## src/rtl/bm_pkg.sv

```systemverilog
package bm_pkg;
   typedef enum logic [2:0] {
      OP_SHL  = 3'd0,
      OP_SHR  = 3'd1,
      OP_SAR  = 3'd2,
      OP_ZAP  = 3'd3,
      OP_SCAN = 3'd4,
      OP_MINU = 3'd5,
      OP_RSV6 = 3'd6,
      OP_RSV7 = 3'd7
   } bm_op_e;
endpackage

```

## src/rtl/bm_shifter.sv

```systemverilog
module bm_shifter #(
   parameter int W      = 64,
   parameter bit BARREL = 1'b1,
   localparam int SHW   = $clog2(W)
) (
   input  logic [W-1:0]   data_i,
   input  logic [SHW-1:0] amt_i,
   input  logic           left_i,
   input  logic           arith_i,
   output logic [W-1:0]   data_o
);
   if (W < 2 || (W & (W - 1)) != 0) begin : g_bad_w
      $error("bm_shifter: W must be a power of two");
   end

   if (BARREL) begin : g_barrel
      logic [W-1:0] rev_in, rev_out, pre;
      logic [W-1:0] stage [0:SHW];
      logic         fill;

      for (genvar i = 0; i < W; i++) begin : g_rev
         assign rev_in[i]  = data_i[W-1-i];
         assign rev_out[i] = stage[SHW][W-1-i];
      end

      assign pre      = left_i ? rev_in : data_i;
      assign fill     = arith_i & ~left_i & data_i[W-1];
      assign stage[0] = pre;

      for (genvar k = 0; k < SHW; k++) begin : g_stage
         localparam int SH = 1 << k;
         assign stage[k+1] = amt_i[k] ? {{SH{fill}}, stage[k][W-1:SH]} : stage[k];
      end

      assign data_o = left_i ? rev_out : stage[SHW];
   end else begin : g_operator
      always_comb begin
         if (left_i)       data_o = data_i << amt_i;
         else if (arith_i) data_o = W'($signed(data_i) >>> amt_i);
         else              data_o = data_i >> amt_i;
      end
   end

   always_comb begin
      if (amt_i == '0)
         assert_zero_amount_identity_R1: assert (data_o == data_i);
      if (left_i)
         assert_left_low_bits_clear_R1: assert ((data_o & ~({W{1'b1}} << amt_i)) == '0);
      if (!left_i && !arith_i)
         assert_right_high_bits_clear_R2: assert ((data_o & ~({W{1'b1}} >> amt_i)) == '0);
      if (!left_i && arith_i)
         assert_sign_kept_R3: assert (data_o[W-1] == data_i[W-1]);
   end
endmodule

```

## src/rtl/bm_zapper.sv

```systemverilog
module bm_zapper #(
   parameter int W     = 64,
   localparam int LANES = W / 8
) (
   input  logic [W-1:0]     data_i,
   input  logic [LANES-1:0] mask_i,
   output logic [W-1:0]     data_o
);
   if (W % 8 != 0 || W < 8) begin : g_bad_w
      $error("bm_zapper: W must be a multiple of 8");
   end

   for (genvar n = 0; n < LANES; n++) begin : g_lane
      assign data_o[8*n +: 8] = mask_i[n] ? 8'h00 : data_i[8*n +: 8];
   end

   always_comb begin
      assert_zap_sets_no_bit_R5: assert ((data_o & ~data_i) == '0);
      if (mask_i == '0)
         assert_empty_mask_passes_R5: assert (data_o == data_i);
   end
endmodule

```

## src/rtl/bm_msb_scan.sv

```systemverilog
module bm_msb_scan #(
   parameter int W    = 64,
   localparam int SHW = $clog2(W)
) (
   input  logic [W-1:0]   data_i,
   output logic [SHW-1:0] idx_o,
   output logic           none_o
);
   always_comb begin
      idx_o  = '0;
      none_o = 1'b1;
      for (int i = 0; i < W; i++) begin
         if (data_i[i]) begin
            idx_o  = SHW'(i);
            none_o = 1'b0;
         end
      end
   end

   always_comb begin
      if (!none_o) begin
         assert_scan_hits_set_bit_R6: assert (data_i[idx_o]);
         assert_scan_nothing_above_R6: assert ((data_i >> idx_o) == W'(1));
      end else begin
         assert_scan_zero_input_R7: assert (data_i == '0 && idx_o == '0);
      end
   end
endmodule

```

## src/rtl/bm_shift_zap_unit.sv

```systemverilog
module bm_shift_zap_unit
   import bm_pkg::*;
#(
   parameter int W      = 64,
   parameter bit BARREL = 1'b1,
   localparam int SHW   = $clog2(W),
   localparam int LANES = W / 8
) (
   input  logic [2:0]   op_i,
   input  logic [W-1:0] a_i,
   input  logic [W-1:0] b_i,
   output logic [W-1:0] res_o,
   output logic         scan_zero_o
);
   if (W < 16 || (W & (W - 1)) != 0) begin : g_bad_w
      $error("bm_shift_zap_unit: W must be a power of two of at least 16");
   end

   bm_op_e       op;
   logic [W-1:0] sh_res, zap_res;
   logic [SHW-1:0] scan_idx;
   logic         scan_none;

   assign op = bm_op_e'(op_i);

   bm_shifter #(.W(W), .BARREL(BARREL)) u_shift (
      .data_i  (a_i),
      .amt_i   (b_i[SHW-1:0]),
      .left_i  (op == OP_SHL),
      .arith_i (op == OP_SAR),
      .data_o  (sh_res)
   );

   bm_zapper #(.W(W)) u_zap (
      .data_i (a_i),
      .mask_i (b_i[LANES-1:0]),
      .data_o (zap_res)
   );

   bm_msb_scan #(.W(W)) u_scan (
      .data_i (a_i),
      .idx_o  (scan_idx),
      .none_o (scan_none)
   );

   always_comb begin
      res_o       = '0;
      scan_zero_o = 1'b0;
      case (op)
         OP_SHL, OP_SHR, OP_SAR: res_o = sh_res;
         OP_ZAP:  res_o = zap_res;
         OP_SCAN: begin
            res_o       = {{(W-SHW){1'b0}}, scan_idx};
            scan_zero_o = scan_none;
         end
         OP_MINU: res_o = (a_i < b_i) ? a_i : b_i;
         default: res_o = '0;
      endcase
   end

   always_comb begin
      if (op == OP_MINU) begin
         assert_min_not_above_a_R8: assert (res_o <= a_i);
         assert_min_not_above_b_R8: assert (res_o <= b_i);
      end
      if (op == OP_RSV6 || op == OP_RSV7)
         assert_reserved_gives_zero_R9: assert (res_o == '0 && !scan_zero_o);
      if (scan_zero_o)
         assert_flag_only_on_scan_R9: assert (op == OP_SCAN && res_o == '0 && a_i == '0);
   end
endmodule

```

## config.mk

```make
export PLATFORM = sky130hd
export DESIGN_NAME = bm_shift_zap_unit
export DESIGN_NICKNAME = d
export VERILOG_FILES = /design/src/rtl/bm_pkg.sv /design/src/rtl/bm_shifter.sv /design/src/rtl/bm_zapper.sv /design/src/rtl/bm_msb_scan.sv /design/src/rtl/bm_shift_zap_unit.sv
export SDC_FILE = /design/constraint.sdc
export NUM_CORES = 1
export LEC_CHECK = 0
export BUFFER_PORTS_ARGS = -buffer_cell sky130_fd_sc_hd__buf_2
export CAP_MARGIN = 25
export CELL_PAD_IN_SITES_DETAIL_PLACEMENT = 0
export CELL_PAD_IN_SITES_GLOBAL_PLACEMENT = 1
export CORE_MARGIN = 4
export CORE_UTILIZATION = 40
export DETAILED_ROUTE_END_ITERATION = 6
export PLACE_DENSITY_LB_ADDON = 0.1
export RECOVER_POWER = 50
export SETUP_SLACK_MARGIN = 0.4
export SLEW_MARGIN = 20
export SYNTH_ARGS = -nofsm -noshare
export SYNTH_HDL_FRONTEND = slang
export SYNTH_HIERARCHICAL = 1
export SYNTH_SLANG_ARGS = --single-unit
```

## constraint.sdc

```tcl
create_clock -name vclk -period 4.15
set_input_delay 0.415 -clock vclk [all_inputs]
set_output_delay 0.415 -clock vclk [all_outputs]
set_load 0.01 [all_outputs]
```

# == After elaboration in Yosys (flattened, before gate mapping) ==
# Cells that the tools add are included.
# op_classes
n_addsub,0
mul,0
div_mod_pow,0
magnitude_cmp,1
eq_ne,5
n_shift,0
muxes,146
bitwise,3
n_reduce_logical,2
# ops
op,n
$mux 64,9
$pmux 64 s4,1
$mux 6,32
$mux 5,16
$mux 1,66
$lt 64x64->1,1
$mux 8,8
$mux 4,8
$mux 3,4
$eq 3x2->1 const B,2
$eq 3x3->1 const B,2
$mux 2,2
$eq 3x1->1 const B,1
$logic_not 3->1,1
$reduce_or 3->1,1
$and 1x1->1,2
$not 1->1,1
# word_totals
register_bits,0
latch_bits,0
mem_bits_rw,0
mem_bits_ro,0
inputBits,131
output_inout_bits,65
word_cells,157
memories,0

# == Logic depth before layout (Yosys ltp) ==
# Gate-level depths: netlist (run 1).
# depth
word_depth,65
ltp_mapped,20
mapped_depth_nobuf,12

# == Hierarchy ==
# Netlist (run 1), hierarchy kept.
# modules_own_cells
mod,instances,cells_each,area_per_inst_um2
bm_shifter,1,779,6687.7
bm_shift_zap_unit,1,696,4414.2
bm_msb_scan,1,143,849.6
bm_zapper,1,64,560.5

# == Worst setup path before layout (run 1) ==
# No wires, ideal clock.
# synth_timing
path_kind,in2out
from,input op_i[2]
to,output res_o[0]
arrival_time_ns,3.761
setup_slack_ns,-0.026
stages,19
n_path_buf,7
path_cell_list,clkbuf_1 > clkbuf_1 > nor3_1 > buf_6 > buf_12 > buf_12 > buf_6 > buf_6 > mux4_2 > mux2_2 > a22oi_1 > o21ai_0 > a311oi_1 > mux2i_1 > nor2b_1 > a21oi_1 > o22ai_1 > a31oi_1 > o211ai_1
# synth_via
elab_chain_cells,12
elab_cells_between_ends,19
classes_between,5 x eq/ne; 9 x mux; 3 x bitwise; 2 x reduce/logical
# synth_lines
element,line,text
from (decl),bm_shift_zap_unit.sv:9,"input logic [2:0] op_i,"
$logic_not 3->1,bm_shift_zap_unit.sv:29,".left_i (op == OP_SHL),"
$not 1->1,bm_shifter.sv:27,assign fill = arith_i & ~left_i & data_i[W-1];
$and 1x1->1 (2 in series),bm_shifter.sv:27,
$mux 64 (6 in series),bm_shifter.sv:32,"assign stage[k+1] = amt_i[k] ? {{SH{fill}}, stage[k][W-1:SH]} : stage[k];"
$mux 64 *,bm_shifter.sv:35,assign data_o = left_i ? rev_out : stage[SHW];
net sh_res[0],bm_shift_zap_unit.sv:20,"logic [W-1:0] sh_res, zap_res;"
$pmux 64 s4 *,bm_shift_zap_unit.sv:49,case (op)
to (decl),bm_shift_zap_unit.sv:12,"output logic [W-1:0] res_o,"
# Mark *: on every way through the listed nets, which the timed path passes. The rest lies on a longest branch.

# == Worst setup path after layout (run 1) ==
# layout_timing
from,input op_i[1]
to,output res_o[18]
# Same word-level chain as after synthesis.

==> out/metrics.cfg, run 1 <==
[floorplan]
start_util_pct = 40.7
die-height_um = 185
dieWidth_um = 185
rows = 64
core-area_mm2 = 0.0307
ios = 196
die_area_mm2 = 0.0342

[finish]
final_common_cell = buf_4
final_util_pct = 58.1
seq_cell_count = 0
drive_above_1_share_pct = 46.4
num-nets-final = 2337
regArea_um2 = 0
final_cell_mix = 330 x buf_4, 215 x nand3_1, 191 x buf_2
fill_cells = 2954
multi_input_area_mm2 = 0.0125
clockBufferCount = 0
areaGrowthSynthToFinish_pct = 42.9

[clock_tree]
ctsHoldBuffers = 0

[sta]
min_period_ps = 4420
max_freq_mhz = 226
fin_crit_sh_pct = 107
hold_viol_final = 0
setup_ws_ps = -272
worst_pin_slew_ps = 878
slew_headroom_pct = 41.4
finalMaxSlewViolations = 0
rsz0062_at_grt = true
setup_viol = 48

[route]
routed_via_density = 6.82
drt_iter0_markers = 2387
dr.pass1.iters = 7
num_vias = 17332
wl_per_cell_um = 30.2
ant_nets = 0
routed_wirelength_mm = 76.6
drc_errors = 0

[critical_path]
cp_max_fo = 6
worstPathRequired_ps = 3730
cp-start-kind = input port
cp_data_arrival_time_ps = 4010
critPathKind = input port to output port
crit_path_end_kind = output port

[synth]
netlist_instances = 1682
yosys_warnings = 6
netlist_area_mm2 = 0.0125
synth_fp_nets = 1876
syn_area_per_cell_um2 = 7.44
ys_types = 84
yosysSeqAreaShare_pct = 0

[outcome]
violations = negative setup slack
status = complete, but fails checks

[min_path]
hold_class = input port to output port

[global_routing]
grt_max_degree = 68
antenna_found_initial = 3
grt_overflow = 0
grt_pass1_vias = 16132
grt_usage_pct = 42.7
grt_pass1_wl_mm = 109

[job]
maxCapViolCount = 0

[placement]
dpl_worst_slack_ps = -385
dpl.hpwl_mm = 61.6
routabilityCongestion = 1.17
io_buffers = 196

[synthesized netlist by cell type, drive strengths merged (6+ instances only)]
| cell | instances | share of area, % |
|---|---|---|
| a211oi | 22 | 1.5 |
| a21o | 8 | 0.48 |
| a21oi | 86 | 3.4 |
| a221oi | 6 | 0.42 |
| a22oi | 85 | 5.1 |
| a31oi | 25 | 1.3 |
| and2 | 9 | 0.45 |
| and2b | 65 | 4.5 |
| and3 | 8 | 0.40 |
| buf | 60 | 3.9 |
| clkbuf | 82 | 2.5 |
| ha | 63 | 6.3 |
| inv | 84 | 2.5 |
| mux2 | 100 | 9.0 |
| mux2i | 49 | 3.9 |
| mux4 | 100 | 19 |
| nand2 | 182 | 5.6 |
| nand2b | 12 | 0.60 |
| nand3 | 220 | 8.8 |
| nand4 | 12 | 0.60 |
| nor2 | 108 | 3.3 |
| nor2b | 24 | 1.2 |
| nor3 | 29 | 1.2 |
| nor4 | 19 | 1.4 |
| o211ai | 20 | 1.2 |
| o21a | 9 | 0.54 |
| o21ai | 60 | 2.4 |
| o21bai | 7 | 0.42 |
| o221ai | 10 | 0.70 |
| o22ai | 22 | 1.1 |
| o31ai | 12 | 0.72 |
[cells by family (layout without fill, tap and decap cells)]
group           count (synthesis)  after routing  share of synthesized area (%)
compound gates                431            431                           23.8
mux                           249            249                           31.6
simple gates                  708            708                           29.2
buf+inv                       230            689                           9.10
other cells                     0              4                              0
fa+ha+maj                      63             63                           6.30
xor+xnor                        1              1                         0.0700
[final cells by class]
class | instances | share of cell area (%)
well taps | 396 | 2.77
diodes | 4 | 0.0560
multi-input cells | 1452 | 69.8
inverters | 87 | 1.83
repair buffers | 602 | 25.6
[repair_timing]
action,CTS,global route
pin swaps,60,79
gates resized for setup,214,104
endpoints found under the setup margin,64,64
cloned,3,1
buffers inserted,36,9
[per-stage QoR]
step                      cells  hold slack (ps)  setup TNS (ps)  cell area, um^2
after floorplan            1682              993               0            12600
after global placement     2487             1180           -7580            16000
after detailed placement   2487             1180           -8960            16000
after CTS                  2526             1190           -1870            17300
after global routing       2541             1210          -10240            17900
final                      2541             1180           -5390            17900
[worst paths after layout]
check | to | from | depth (start not counted) | slack, ps
worst max-delay path | res_o[18] | op_i[1] | 17 | -270
worst min-delay path | res_o[53] | b_i[53] | 4 | 1180
[routing by layer]
layer / vias up / track usage [%] / wire (um)
met5: - / 0 / 1
met3: 270 / 9.58 / 9050
li1: 7391 / - / -
met2: 1233 / 63.2 / 32400
met1: 8436 / 56.9 / 28900
met4: 2 / 25.2 / 6250
[critical path, stage by stage]
cell and delay, ps:
buf_8 100, nor3_4 200, buf_4 140, buf_6 120
buf_16 150, buf_6 120, mux4_2 540, mux4_2 560
mux2i_1 270, buf_4 190, nor2_1 50, a211oi_1 290
buf_4 190, mux2i_1 150, a22oi_2 260, nand3_1 100
buf_2 150
==> run 2, diff against run 1 <==
--- a/config.mk
+++ b/config.mk
@@ -14,8 +14,8 @@
 export DETAILED_ROUTE_END_ITERATION = 6
 export PLACE_DENSITY_LB_ADDON = 0.1
 export RECOVER_POWER = 50
+export REMOVE_ABC_BUFFERS = 1
 export SETUP_SLACK_MARGIN = 0.4
-export SLEW_MARGIN = 20
 export SYNTH_ARGS = -nofsm -noshare
 export SYNTH_HDL_FRONTEND = slang
 export SYNTH_HIERARCHICAL = 1
==> out/metrics.cfg, run 2 (synthesized netlist as in run 1, its figures left out) <==
[sta]
slew_headroom_pct = 30.3  ; -11 points
fin_crit_sh_pct = 105  ; -2.0 points
setup_ws_ps = -188  ; +83.3 ps
hold_viol_final = 0  ; unchanged
setup_viol = 36  ; -25%
max_freq_mhz = 231  ; +1.9%
rsz0062_at_grt = true
tns_ps = -3490  ; +1900 ps
worst_pin_slew_ps = 1040  ; +161 ps
min_period_ps = 4340  ; -83.3 ps
finalMaxSlewViolations = 0  ; unchanged

[min_path]
hold-path-endpoint = res_o[57]
hp-start = b_i[57]
hold_depth = 4  ; unchanged
hold_class = input port to output port

[route]
wl_per_cell_um = 29.9  ; -0.76%
routed_via_density = 6.96  ; +2.0%
routed_wirelength_mm = 74.5  ; -2.8%
drc_errors = 0  ; unchanged
dr.pass1.iters = 6  ; -1
drt_iter0_markers = 2652  ; +11%
num_vias = 17318  ; -0.081%
ant_nets = 0  ; unchanged

[finish]
final_cell_mix = 281 x buf_4, 212 x nand3_1, 192 x buf_2
regArea_um2 = 0  ; unchanged
areaGrowthSynthToFinish_pct = 37.9
drive_above_1_share_pct = 43.4  ; -3.0 points
num-nets-final = 2288  ; -2.1%
final_cells = 2488  ; -2.1%
diodes = 0  ; -4
seq_cell_count = 0  ; unchanged
clockBufferCount = 0  ; unchanged
final_common_cell = buf_4

[power]
power_density_mw_per_mm2 = 157
p_switching_mw = 1.54
pwr-share-clk_pct = 0
pwr-share-comb_pct = 100.0
pwr-share-seq_pct = 0
power_mw = 2.71
vdd_drop_max_uv = 144
p_leak_nw = 7.23
p_int_mw = 1.17
p_sw_share_pct = 56.9

[placement]
routabilityCongestion = 1.09  ; -7.0%
dpl_worst_slack_ps = -437  ; -51.8 ps
post-place-cells = 2422  ; -2.6%
dpl.hpwl_mm = 58.5  ; -5.1%
io_buffers = 196  ; unchanged

[critical_path]
crit_path_end_kind = output port
cp_max_fo = 4  ; -2
worstPathRequired_ps = 3730  ; about the same
cp-start-kind = input port
cp_data_arrival_time_ps = 3920  ; -90 ps
critPathKind = input port to output port

[floorplan]
rows = 64  ; unchanged
core-area_mm2 = 0.0307  ; unchanged
dieWidth_um = 185  ; unchanged
ios = 196  ; unchanged
die_area_mm2 = 0.0342  ; unchanged
start_util_pct = 40.7  ; unchanged
die-height_um = 185  ; unchanged

[job]
maxCapViolCount = 0  ; unchanged

[global_routing]
grt_pass1_vias = 16041  ; -0.56%
grt_overflow = 0  ; unchanged
grt_usage_pct = 41.7  ; -1.0 points
grt_max_degree = 70  ; +2.9%
grt_pass1_wl_mm = 107  ; -1.7%
antenna_found_initial = 2  ; -1

[outcome]
status = complete, but fails checks
violations = negative setup slack

[clock_tree]
ctsHoldBuffers = 0  ; unchanged

run 2: cell count changes in the layout (fill, tap and decap cells not counted), sizes merged:
cell    before  now
diode        4    0
buf        601  551
clkbuf       1    2
run 2: worst max-delay path by stage:
stage | endpoint | cells after the start | startpoint
2_1_floorplan | res_o[41] | 8 | op_i[2]
3_3_place_gp | res_o[1] | 16 | op_i[2]
3_5_place_dp | res_o[50] | 14 | op_i[2]
4_1_cts | res_o[20] | 15 | op_i[0]
5_1_grt | res_o[4] | 17 | op_i[1]
6_report | res_o[6] | 16 | op_i[1]
run 2: area by class of cell:
class              instances  area, um^2
multi-input cells       1452       12200
inverters                 87         327
repair buffers           553        4190
fillers                 2996       13500
well taps                396         495
run 2: metal layers:
metal	track usage, %	vias up	wire [um]
met5	0	-	28
met4	20.0	4	5100
met3	12.6	294	9790
met2	61.3	1307	30700
met1	55.7	8419	28800
li1	-	7294	-
run 2: critical path, stage by stage:
cell      delay [ps]
buf_8            100
nor3_4           210
buf_12           180
buf_12           110
buf_16           120
buf_12           100
mux4_2           530
mux4_2           530
a222oi_1         470
buf_4            240
o22ai_2          100
a211oi_4         240
o21ai_2          120
a22oi_1          190
nand3_1          100
buf_2            150
run 2: metrics by stage:
step | hold slack (ps) | area (um^2) | utilization, %
floorplan | 881 | 11700 | -
detailed placement | 1180 | 15500 | 50.4
CTS | 1180 | 16700 | 54.3
global placement | 1180 | 15500 | 50.4
global route | 1200 | 17200 | 56.1
finish | 1180 | 17200 | 56.1
run 2: power by group through the flow:
stage          combinational [mW]  clock (mW)  sequential, mW
2_1_floorplan                1.07           0               0
3_3_place_gp                 2.24           0               0
3_5_place_dp                 2.24           0               0
4_1_cts                      2.48           0               0
5_1_grt                      2.80           0               0
6_report                     2.71           0               0
run 2: timing repair:
action                                 in CTS  in global routing
setup endpoints to repair                  64                 64
setup buffers                              46                 16
gates cloned                                4                  0
endpoints found under the hold margin       0                  0
pin swaps                                  58                 48
gates resized for setup                   185                100
Note: power is estimated with default switching activity, not from simulation.
==> run 3, diff against run 2 <==
--- a/config.mk
+++ b/config.mk
@@ -10,7 +10,7 @@
 export CELL_PAD_IN_SITES_DETAIL_PLACEMENT = 0
 export CELL_PAD_IN_SITES_GLOBAL_PLACEMENT = 1
 export CORE_MARGIN = 4
-export CORE_UTILIZATION = 40
+export CORE_UTILIZATION = 44
 export DETAILED_ROUTE_END_ITERATION = 6
 export PLACE_DENSITY_LB_ADDON = 0.1
 export RECOVER_POWER = 50
==> constraint.sdc (replaced) <==
create_clock -name vclk -period 4.3
set_input_delay 0.43 -clock vclk [all_inputs]
set_output_delay 0.43 -clock vclk [all_outputs]
set_load 0.01 [all_outputs]
==> out/metrics.cfg, run 3 (synthesized netlist as in run 1, its figures left out) <==
[floorplan]
die_area_mm2 = 0.0312  ; -8.7%
dieWidth_um = 177  ; -4.5%
start_util_pct = 44.8  ; +4.1 points
ios = 196  ; unchanged
rows = 61  ; -4.7%
die-height_um = 177  ; -4.5%
core-area_mm2 = 0.0279  ; -9.2%

[global_routing]
grt_pass1_vias = 15643  ; -2.5%
grt_usage_pct = 43.1  ; +1.4 points
grt_pass1_wl_mm = 102  ; -4.8%
antenna_found_initial = 2  ; unchanged
grt_max_degree = 72  ; +2.9%
grt_overflow = 0  ; unchanged

[sta]
setup_viol = 1  ; -97%
setup_ws_ps = -27.3  ; +161 ps
max_freq_mhz = 231
slew_headroom_pct = 26.2  ; -4.1 points
finalMaxSlewViolations = 0  ; unchanged
worst_pin_slew_ps = 1100  ; +61.3 ps
fin_crit_sh_pct = 101
hold_viol_final = 0  ; unchanged
rsz0062_at_grt = true
min_period_ps = 4330

[placement]
routabilityCongestion = 1.09  ; -0.19%
io_buffers = 196  ; unchanged
place_area_mm2 = 0.0151  ; -2.4%
dpl.hpwl_mm = 55.3  ; -5.5%
post-place-cells = 2352  ; -2.9%

[finish]
drive_above_1_share_pct = 39.7  ; -3.7 points
final_util_pct = 57.5  ; +1.4 points
final_cells = 2390  ; -3.9%
final_common_cell = buf_4
final_cell_mix = 237 x buf_4, 213 x nand3_1, 193 x buf_2
regArea_um2 = 0  ; unchanged
areaGrowthSynthToFinish_pct = 28.4
num-nets-final = 2206  ; -3.6%
clockBufferCount = 0  ; unchanged
seq_cell_count = 0  ; unchanged
fill_cells = 2712  ; -9.5%
design_area_mm2 = 0.0161  ; -6.8%

[critical_path]
worstPathRequired_ps = 3870  ; +140 ps
cp-start-kind = input port
crit_path_end_kind = output port
critPathKind = input port to output port
cp_data_arrival_time_ps = 3900  ; -20 ps
cp_max_fo = 8  ; +4

[route]
drc_errors = 0  ; unchanged
routed_via_density = 7.08  ; +1.7%
wl_per_cell_um = 29.7  ; -0.69%
drt_iter0_markers = 2266  ; -15%
num_vias = 16922  ; -2.3%
ant_nets = 0  ; unchanged
dr.pass1.iters = 6  ; unchanged
routed_wirelength_mm = 71.0  ; -4.6%

[outcome]
violations = negative setup slack
status = complete, but fails checks

[job]
maxCapViolCount = 0  ; unchanged

[min_path]
hold_depth = 4  ; unchanged
hold_class = input port to output port

run 3: metal layers:
| metal | track usage, % | share of wire (%) | vias to the layer above |
|---|---|---|---|
| met3 | 16.5 | 15 | 270 |
| met1 | 55.5 | 37 | 8162 |
| met4 | 20.0 | 6.7 | 4 |
| met2 | 63.5 | 41 | 1361 |
| li1 | - | - | 7125 |
| met5 | 3.21 | 0.20 | - |
run 3: per-stage QoR:
stage,TNS (ps),hold WS [ps],setup slack (ps)
floorplan,-869060,911,-16280
global placement,-583,1200,-143
detailed placement,-996,1210,-164
CTS,0,1210,27.9
global route,-1490,1240,-135
finish,-27.3,1210,-27.3
run 3: final cells by class:
type | instances | area, um^2 | area share [%]
Inverter | 87 | 327 | 2.03
Antenna cell | 2 | 5.00 | 0.0311
Multi-Input combinational cell | 1452 | 11900 | 74.0
Timing Repair Buffer | 471 | 3370 | 21.0
Tap cell | 378 | 473 | 2.94
run 3: path summary, 6_finish.rpt:
path / startpoint / endpoint / slack (ps)
setup / recovery: op_i[1] / res_o[0] / -30
hold / removal: b_i[59] / res_o[59] / 1210
run 3: worst max-delay path, stage by stage:
cell	delay, ps
buf_8	100
nor3_4	200
buf_12	170
buf_16	170
buf_6	110
mux4_2	540
mux4_2	530
nand2_1	90
o211ai_1	180
a311oi_2	360
buf_4	170
mux2i_2	80
nor2b_1	140
a21oi_1	120
o22ai_1	90
a31oi_1	150
o211ai_1	100
buf_2	150
run 3: timing repair:
action                     4_1_cts  5_1_grt
gates resized for setup        107       71
hold buffers                     0        0
setup endpoints to repair       64       64
cloned                           2        0
pin swaps                       45       62
buffers inserted                23       11
